<file path="config.mk">
export PLATFORM = sky130hd
export DESIGN_NAME = page_window_flash
export DESIGN_NICKNAME = d
export VERILOG_FILES = /design/src/rtl/pwf_pkg.sv /design/src/rtl/pwf_unlock.sv /design/src/rtl/pwf_spi_shift.sv /design/src/rtl/pwf_page_buf.sv /design/src/rtl/page_window_flash.sv
export SDC_FILE = /design/constraint.sdc
export NUM_CORES = 2
export LEC_CHECK = 0
export BUFFER_PORTS_ARGS = -buffer_cell sky130_fd_sc_hd__buf_2
export CAP_MARGIN = 10
export CORE_MARGIN = 1
export CORE_UTILIZATION = 55
export DETAILED_ROUTE_END_ITERATION = 10
export PLACE_DENSITY = 0.71
export SYNTH_ARGS = -nofsm -noshare
export SYNTH_HDL_FRONTEND = slang
export SYNTH_SLANG_ARGS = --single-unit
</file>
<file path="constraint.sdc">
create_clock -name clk -period 9.05 [get_ports clk]
set_input_delay 0.4525 -clock clk [delete_from_list [all_inputs] [get_ports clk]]
set_output_delay 0.4525 -clock clk [all_outputs]
set_load 0.02 [all_outputs]
</file>
<file path="src/rtl/pwf_pkg.sv">
package pwf_pkg;

    localparam logic [7:0] REG_PAGE_LO = 8'h8E;
    localparam logic [7:0] REG_PAGE_HI = 8'h8F;
    localparam logic [7:0] REG_GATE    = 8'hDA;
    localparam logic [7:0] REG_SPI_RST = 8'h82;

    localparam logic [7:0] OP_WREN = 8'h06;
    localparam logic [7:0] OP_PROG = 8'h02;
    localparam logic [7:0] OP_RDSR = 8'h05;
    localparam logic [7:0] OP_READ = 8'h03;

    localparam int KEY_LEN = 6;

    function automatic logic [7:0] key_byte(input logic [2:0] i);
        case (i)
            3'd0:    return 8'hAA;
            3'd1:    return 8'h55;
            3'd2:    return 8'h50;
            3'd3:    return 8'h41;
            3'd4:    return 8'h52;
            3'd5:    return 8'h44;
            default: return 8'h00;
        endcase
    endfunction

    typedef enum logic [3:0] {
        S_IDLE, S_FILL, S_DROP, S_WREN, S_GAP_W,
        S_PROG, S_GAP_P, S_POLL, S_READ
    } seq_st_e;

    typedef struct packed {
        logic [2:0] step;
        logic       open;
    } gate_st_t;

    typedef struct packed {
        logic       act;
        logic [3:0] cnt;
        logic [7:0] sh;
        logic [7:0] rx;
    } shift_st_t;

endpackage

</file>
<file path="src/rtl/pwf_unlock.sv">
module pwf_unlock
    import pwf_pkg::*;
(
    input  logic       clk,
    input  logic       rst_n,
    input  logic       gate_wr,
    input  logic [7:0] gate_data,
    output logic       unlocked
);

    gate_st_t q, d;

    always_comb begin
        d = q;
        if (gate_wr) begin
            if (gate_data == 8'h00) begin
                d.open = 1'b0;
                d.step = '0;
            end else if (!q.open) begin
                if (gate_data == key_byte(q.step)) begin
                    if (q.step == 3'(KEY_LEN - 1)) begin
                        d.open = 1'b1;
                        d.step = '0;
                    end else begin
                        d.step = q.step + 3'd1;
                    end
                end else if (gate_data == key_byte(3'd0)) begin
                    d.step = 3'd1;
                end else begin
                    d.step = '0;
                end
            end
        end
    end

    always_ff @(posedge clk or negedge rst_n) begin
        if (!rst_n) q <= '0;
        else        q <= d;
    end

    assign unlocked = q.open;

    AST_GATE_RELOCK: assert property (@(posedge clk) disable iff (!rst_n)
        (gate_wr && gate_data == 8'h00) |=> !unlocked);

    AST_OPEN_ON_LAST_KEY: assert property (@(posedge clk) disable iff (!rst_n)
        $rose(unlocked) |-> $past(gate_wr && gate_data == 8'h44));

endmodule

</file>
<file path="src/rtl/pwf_spi_shift.sv">
module pwf_spi_shift
    import pwf_pkg::*;
(
    input  logic       clk,
    input  logic       rst_n,
    input  logic       clr,
    input  logic       start,
    input  logic [7:0] tx,
    input  logic       miso,
    output logic       done,
    output logic [7:0] rx,
    output logic       sclk,
    output logic       mosi
);

    shift_st_t q, d;

    always_comb begin
        d = q;
        if (clr) begin
            d.act = 1'b0;
            d.cnt = '0;
        end else if (!q.act) begin
            if (start) begin
                d.act = 1'b1;
                d.cnt = '0;
                d.sh  = tx;
            end
        end else begin
            d.cnt = q.cnt + 4'd1;
            if (q.cnt[0]) begin
                d.sh = {q.sh[6:0], 1'b0};
                d.rx = {q.rx[6:0], miso};
            end
            if (q.cnt == 4'd15) d.act = 1'b0;
        end
    end

    always_ff @(posedge clk or negedge rst_n) begin
        if (!rst_n) q <= '0;
        else        q <= d;
    end

    assign done = q.act && (q.cnt == 4'd15);
    assign rx   = {q.rx[6:0], miso};
    assign sclk = q.act && q.cnt[0];
    assign mosi = q.sh[7];

    AST_MOSI_STABLE_HIGH: assert property (@(posedge clk) disable iff (!rst_n)
        (sclk && $past(q.act)) |-> $stable(mosi));

endmodule

</file>
<file path="src/rtl/pwf_page_buf.sv">
module pwf_page_buf #(
    parameter int DEPTH = 256,
    parameter int AW    = 8
) (
    input  logic          clk,
    input  logic          we,
    input  logic [AW-1:0] waddr,
    input  logic [7:0]    wdata,
    input  logic [AW-1:0] raddr,
    output logic [7:0]    rdata
);

    logic [7:0] mem [DEPTH];

    always_ff @(posedge clk) begin
        if (we) mem[waddr] <= wdata;
    end

    assign rdata = mem[raddr];

endmodule

</file>
<file path="src/rtl/page_window_flash.sv">
module page_window_flash
    import pwf_pkg::*;
#(
    parameter int PAGE_BYTES = 256
) (
    input  logic       clk,
    input  logic       rst_n,
    input  logic       reg_wr,
    input  logic [7:0] reg_addr,
    input  logic [7:0] reg_wdata,
    input  logic       win_wr,
    input  logic [7:0] win_data,
    input  logic       win_last,
    input  logic       rd_req,
    input  logic [7:0] rd_len,
    output logic       rd_valid,
    output logic [7:0] rd_data,
    output logic       busy,
    output logic [7:0] status,
    output logic       err,
    output logic       spi_cs_n,
    output logic       spi_sclk,
    output logic       spi_mosi,
    input  logic       spi_miso
);

    localparam int CNT_W = $clog2(PAGE_BYTES);
    localparam int IDX_W = CNT_W + 1;

    typedef struct packed {
        seq_st_e          st;
        logic [IDX_W-1:0] idx;
        logic [CNT_W:0]   n;
        logic [7:0]       pg_lo;
        logic [7:0]       pg_hi;
        logic             hold;
        logic             err;
    } ctl_t;

    ctl_t q, d;

    logic             unlocked;
    logic             sh_start, sh_done;
    logic [7:0]       sh_tx, sh_rx;
    logic             buf_we;
    logic [CNT_W-1:0] buf_waddr, buf_raddr;
    logic [7:0]       buf_rdata;
    logic [IDX_W-1:0] last_idx;

    pwf_unlock u_unlock (
        .clk       (clk),
        .rst_n     (rst_n),
        .gate_wr   (reg_wr && reg_addr == REG_GATE),
        .gate_data (reg_wdata),
        .unlocked  (unlocked)
    );

    pwf_spi_shift u_shift (
        .clk   (clk),
        .rst_n (rst_n),
        .clr   (q.hold),
        .start (sh_start),
        .tx    (sh_tx),
        .miso  (spi_miso),
        .done  (sh_done),
        .rx    (sh_rx),
        .sclk  (spi_sclk),
        .mosi  (spi_mosi)
    );

    pwf_page_buf #(.DEPTH(PAGE_BYTES), .AW(CNT_W)) u_buf (
        .clk   (clk),
        .we    (buf_we),
        .waddr (buf_waddr),
        .wdata (win_data),
        .raddr (buf_raddr),
        .rdata (buf_rdata)
    );

    // header bytes shared by program and read frames
    function automatic logic [7:0] hdr_byte(input logic [1:0] i, input logic [7:0] op,
                                            input logic [7:0] hi, input logic [7:0] lo);
        case (i)
            2'd0:    return op;
            2'd1:    return hi;
            2'd2:    return lo;
            default: return 8'h00;
        endcase
    endfunction

    assign last_idx  = IDX_W'(q.n) + IDX_W'(3);
    assign buf_raddr = CNT_W'(q.idx - IDX_W'(4));
    assign buf_waddr = CNT_W'(q.idx);

    always_comb begin
        d        = q;
        sh_start = 1'b0;
        sh_tx    = 8'h00;
        buf_we   = 1'b0;

        if (reg_wr) begin
            case (reg_addr)
                REG_PAGE_LO: d.pg_lo = reg_wdata;
                REG_PAGE_HI: d.pg_hi = reg_wdata;
                REG_SPI_RST: d.hold  = reg_wdata[5];
                default: ;
            endcase
        end

        case (q.st)
            S_IDLE: begin
                if (!q.hold) begin
                    if (win_wr) begin
                        d.idx = '0;
                        if (!unlocked || win_data != 8'h00) begin
                            d.err = 1'b1;
                            d.st  = win_last ? S_IDLE : S_DROP;
                        end else begin
                            d.st  = win_last ? S_IDLE : S_FILL;
                        end
                    end else if (rd_req) begin
                        d.st  = S_READ;
                        d.idx = '0;
                        d.n   = {1'b0, rd_len} + {{CNT_W{1'b0}}, 1'b1};
                    end
                end
            end
            S_FILL: begin
                if (win_wr) begin
                    buf_we = 1'b1;
                    d.idx  = q.idx + IDX_W'(1);
                    if (win_last || q.idx == IDX_W'(PAGE_BYTES - 1)) begin
                        d.n   = q.idx + IDX_W'(1);
                        d.idx = '0;
                        d.st  = S_WREN;
                    end
                end
            end
            S_DROP: begin
                if (win_wr && win_last) d.st = S_IDLE;
            end
            S_WREN: begin
                sh_start = 1'b1;
                sh_tx    = OP_WREN;
                if (sh_done) d.st = S_GAP_W;
            end
            S_GAP_W: begin
                d.st  = S_PROG;
                d.idx = '0;
            end
            S_PROG: begin
                sh_start = 1'b1;
                sh_tx    = (q.idx < IDX_W'(4)) ? hdr_byte(q.idx[1:0], OP_PROG, q.pg_hi, q.pg_lo)
                                               : buf_rdata;
                if (sh_done) begin
                    if (q.idx == last_idx) d.st = S_GAP_P;
                    else                   d.idx = q.idx + IDX_W'(1);
                end
            end
            S_GAP_P: begin
                d.st  = S_POLL;
                d.idx = '0;
            end
            S_POLL: begin
                sh_start = 1'b1;
                sh_tx    = (q.idx == '0) ? OP_RDSR : 8'h00;
                if (sh_done) begin
                    if (q.idx == '0) d.idx = IDX_W'(1);
                    else             d.st  = sh_rx[0] ? S_GAP_P : S_IDLE;
                end
            end
            S_READ: begin
                sh_start = 1'b1;
                sh_tx    = (q.idx < IDX_W'(4)) ? hdr_byte(q.idx[1:0], OP_READ, q.pg_hi, q.pg_lo)
                                               : 8'h00;
                if (sh_done) begin
                    if (q.idx == last_idx) d.st = S_IDLE;
                    else                   d.idx = q.idx + IDX_W'(1);
                end
            end
            default: d.st = S_IDLE;
        endcase

        if (q.hold) d.st = S_IDLE;
    end

    always_ff @(posedge clk or negedge rst_n) begin
        if (!rst_n) q <= '0;
        else        q <= d;
    end

    assign spi_cs_n = !(q.st == S_WREN || q.st == S_PROG || q.st == S_POLL || q.st == S_READ);
    assign busy     = (q.st != S_IDLE);
    assign err      = q.err;
    assign rd_valid = (q.st == S_READ) && sh_done && (q.idx >= IDX_W'(4));
    assign rd_data  = sh_rx;
    assign status   = {1'b0, unlocked, 4'b0000,
                       (q.st == S_GAP_P || q.st == S_POLL),
                       (q.st == S_WREN || q.st == S_GAP_W || q.st == S_PROG)};

    AST_LOCKED_NO_FILL: assert property (@(posedge clk) disable iff (!rst_n)
        (q.st == S_IDLE && win_wr && !q.hold && !unlocked) |=> (q.st != S_FILL));

    AST_ERR_STICKY: assert property (@(posedge clk) disable iff (!rst_n)
        err |=> err);

    AST_HOLD_CS_HIGH: assert property (@(posedge clk) disable iff (!rst_n)
        q.hold |=> spi_cs_n);

    AST_PHASE_EXCLUSIVE: assert property (@(posedge clk) disable iff (!rst_n)
        $onehot0(status[1:0]));

    AST_SCLK_LOW_DESELECT: assert property (@(posedge clk) disable iff (!rst_n)
        spi_cs_n |-> !spi_sclk);

endmodule

</file>
==> results.md <==
## Cells and area
• Post-Layout Cell Count: 6,375
• fraction of final layout cells with drive strength greater than 1: 21.5%
• growth of design area from synthesis to finish: 9.72%
• nets@finish: 4,237

## GRT
• peak-usage layer in the global routing report: met2
• largest net degree at the start of global routing: 228
• GR met1 Demand/Resource: 40.9%
• first-pass GRT wire length: 311 mm
• fraction of met2 tracks used by global routing: 41.3%
• global router's overall resource usage: 28.3%
• global route total overflow: 0
• vias in the first global route: 42.2k
• met3 usage: 7.74%
• number of antenna violations at the first check in global routing: 1

## Clock tree
• Clk Latency, worst-skew pair: 0.85 ns
• number of buffers added by the clock tree synthesis step: 201
• # clock sinks: 2,112
• maximum clock path buffer count: 3
• clock-pin slew on the worst setup and hold paths: 0.06 ns
• CTS tree: built
• buffer cell driving the clock tree root: clkbuf_16
• level count of the clock H-tree: 4
• post-CTS setup buffer count: 0

## Routing
• DR DRC count: 0
• post-DR vias/cell: 6.81
• antenna viol nets, final: 0
• number of vias after detailed routing: 43.4k
• Routed wire per std cell: 34.3 um
• aggregate routed wire length: 219 mm
• 1st-iter DRT viols: 6,685
• drt pass-1 iters: 7

## Power and ir drop
• switching power summed over all nets: 6.27 mW
• share of total power in sequential cells: 46.5%
• peak supply drop: 0.000233 V
• combinational group share of total power: 19.5%
• leakage power figure: 28.9 nW
• switching power as a share of total power: 27.0%
• Power Internal: 17.0 mW
• proportion of power drawn by the clock network: 34.0%
• pwr dens: 251 nW/um^2

## Placement
• Cells after DPL: 5,994
• GP Congestion: 0.907
• post-placement setup slack: 4.01 ns
• number of I/O port buffers: 55
• detailed placement HPWL: 131 mm

## Die
• core box area: 152,000 um^2
• Total Die Area: 155,000 um^2
• std cell rows: 143
• Initial Util: 55.5%
• y dimension of the die: 394 um
• num ports: 61
• width of the die: 394 um

## STA
• Period minus WS final: 5.04 ns
• count of final max-slew check failures: 0
• Worst Skew: 0.0402 ns
• Worst Max-Slew Pin Slew: 1.34 ns
• RSZ-0062 raised after global routing: no
• least setup slack across all paths after layout: 4.01 ns
• part of the cycle the worst path needs: 55.7%
• final hold slack: 0.0664 ns
• tightest slew margin relative to the limit: 10.6%
• upper clock frequency limit: 198 MHz
• final hold violations: 0
• endpoints failing setup: 0
• setup_tns: 0 ns

## Worst setup path
• data required time at the worst endpoint: 9.74 ns
• delay contributed by the slowest stage of the critical path: 0.98 ns
• Crit path arrival time: 5.73 ns
• CP max-delay cell: nor4_1
• Largest delay share family, worst path: buffers and inverters
• Critical path buffers and inverters: 2
• element type at the critical path end: register
• critical path cell sequence: buf_12 -> buf_12 -> mux4_2 -> a22o_1 -> a221oi_1 -> o22ai_1 -> nor4_1 -> o31ai_1
• highest net fanout along the worst path: 96
• Crit Path Class: register to register
• Crit path top cell by count: buf_12
• crit start category: register

## Synthesis
• per-instance average area after synthesis: 20.7 um^2
• total standard cell area after synthesis: 84,500 um^2
• sequential cell area fraction in the yosys report: 74.7%
• number of synthesized flops with an enable pin: 2,048
• count of different cell masters after synthesis: 96
• #FFs+latches synth: 2,112
• Post-Syn Instances: 4,080
• most frequently used flop master after synthesis: edfxtp_1
• number of warnings reported in the yosys synthesis log: 0
• async set-or-reset flop fraction in the synthesized netlist: 3.03%

## Run status
• outcome: finished clean

## Job
• max-capacitance violation count: 0

## Hold path
• worst min-delay path category: primary input to register

==> metal layers <==
| layer | vias to the layer above | routed length, um |
|---|---|---|
| li1 | 17233 | - |
| met1 | 22718 | 84300 |
| met2 | 2970 | 98800 |
| met3 | 518 | 26300 |
| met4 | 0 | 9290 |
| met5 | - | 0 |
==> placed cells by master (no fill, tap or decap), types with 59 or more instances in the layout <==
cell / count
nand2_1: 135
buf_4: 69
nor2_1: 313
dfrtp_1: 61
mux4_1: 64
clkbuf_1: 59
edfxtp_1: 2048
clkbuf_16: 203
mux4_2: 475
mux2i_1: 74
==> sequential cells by signal (all words and copies together) (netlist names) <==
register and count:
u_buf.mem 2048, q 31, u_shift.q 12, buf_waddr 8, u_shift.rx 7, u_unlock.q 3, err 1, u_shift.mosi 1
u_unlock.unlocked 1
==> worst reg2reg max path, delay by kind of cell (launching register included) <==
family	cells	cell delay [ns]
AOI/OAI and AO/OA	4	0.89
DFF	1	0.93
buffers and inverters	2	1.38
muxes	1	0.70
and+or+nand+nor	1	0.98
==> cell type report <==
class | count | area [um^2]
Inverter | 19 | 71.3
Antenna cell | 4 | 10.0
Tap cell | 2030 | 2540
Clock buffer | 266 | 5360
Multi-Input combinational cell | 1698 | 19600
Sequential cell | 2112 | 63100
Fill cell | 10368 | 59600
Clock inverter | 93 | 738
Timing Repair Buffer | 153 | 1240
==> what timing repair did <==
item / 4_1_cts / 5_1_grt
endpoints found under the hold margin: 85 / 0
hold buffers: 17 / 0
resized for setup: 0 / 0
==> worst paths after layout <==
path / startpoint / end / slack [ns] / depth (start not counted)
max: buf_waddr[0] / u_shift.q[13] / 4.01 / 8
max in group asynchronous: rst_n / buf_waddr[2] / 8.02 / 3
min in group asynchronous: rst_n / u_shift.rx[6] / 0.36 / 3
min: rd_req / q[39] / 0.07 / 3
min reg2reg: u_shift.rx[7] / u_shift.rx[7] / 0.50 / 1
max reg2reg: buf_waddr[0] / u_shift.q[13] / 4.01 / 8
==> per-stage QoR <==
step / utilization [%] / power (mW) / instance area (um^2)
2_1_floorplan: - / 14.2 / 84500
3_3_place_gp: 56.7 / 15.5 / 86300
3_5_place_dp: 56.7 / 15.5 / 86400
4_1_cts: 60.8 / 23.3 / 92700
5_1_grt: 60.9 / 23.8 / 92700
6_report: 60.9 / 23.3 / 92700
==> power by group through the flow <==
stage               logic [mW]  registers, mW  clock network [mW]
floorplan                 3.24           11.0                   0
global placement          4.44           11.0                   0
detailed placement        4.47           11.0                   0
CTS                       4.49           10.8                7.97
global route              4.69           10.8                8.33
finish                    4.54           10.8                7.92
==> Yosys cell counts (all sizes together) (33+ instances only) <==
| cell | number | area share (%) |
|---|---|---|
| a21oi | 44 | 0.26 |
| a22oi | 37 | 0.33 |
| buf | 157 | 1.6 |
| clkbuf | 98 | 0.51 |
| dfrtp | 64 | 1.9 |
| edfxtp | 2048 | 73 |
| mux2i | 74 | 0.88 |
| mux4 | 539 | 15 |
| nand2 | 136 | 0.61 |
| nor2 | 314 | 1.4 |
| o21ai | 40 | 0.24 |
| o22ai | 33 | 0.24 |
==> kinds of logic after synthesis <==
| family | Yosys count | share of synthesized area [%] |
|---|---|---|
| DFF | 2112 | 74.7 |
| and+or+nand+nor | 649 | 3.51 |
| muxes | 642 | 15.9 |
| AOI/OAI and AO/OA | 358 | 3.12 |
| buffers and inverters | 274 | 2.20 |
| xor gates and xnor gates | 30 | 0.329 |
| adders and majority gates | 14 | 0.204 |
| other | 1 | 0.00444 |
No activity file was read; power rests on OpenSTA's default activity.
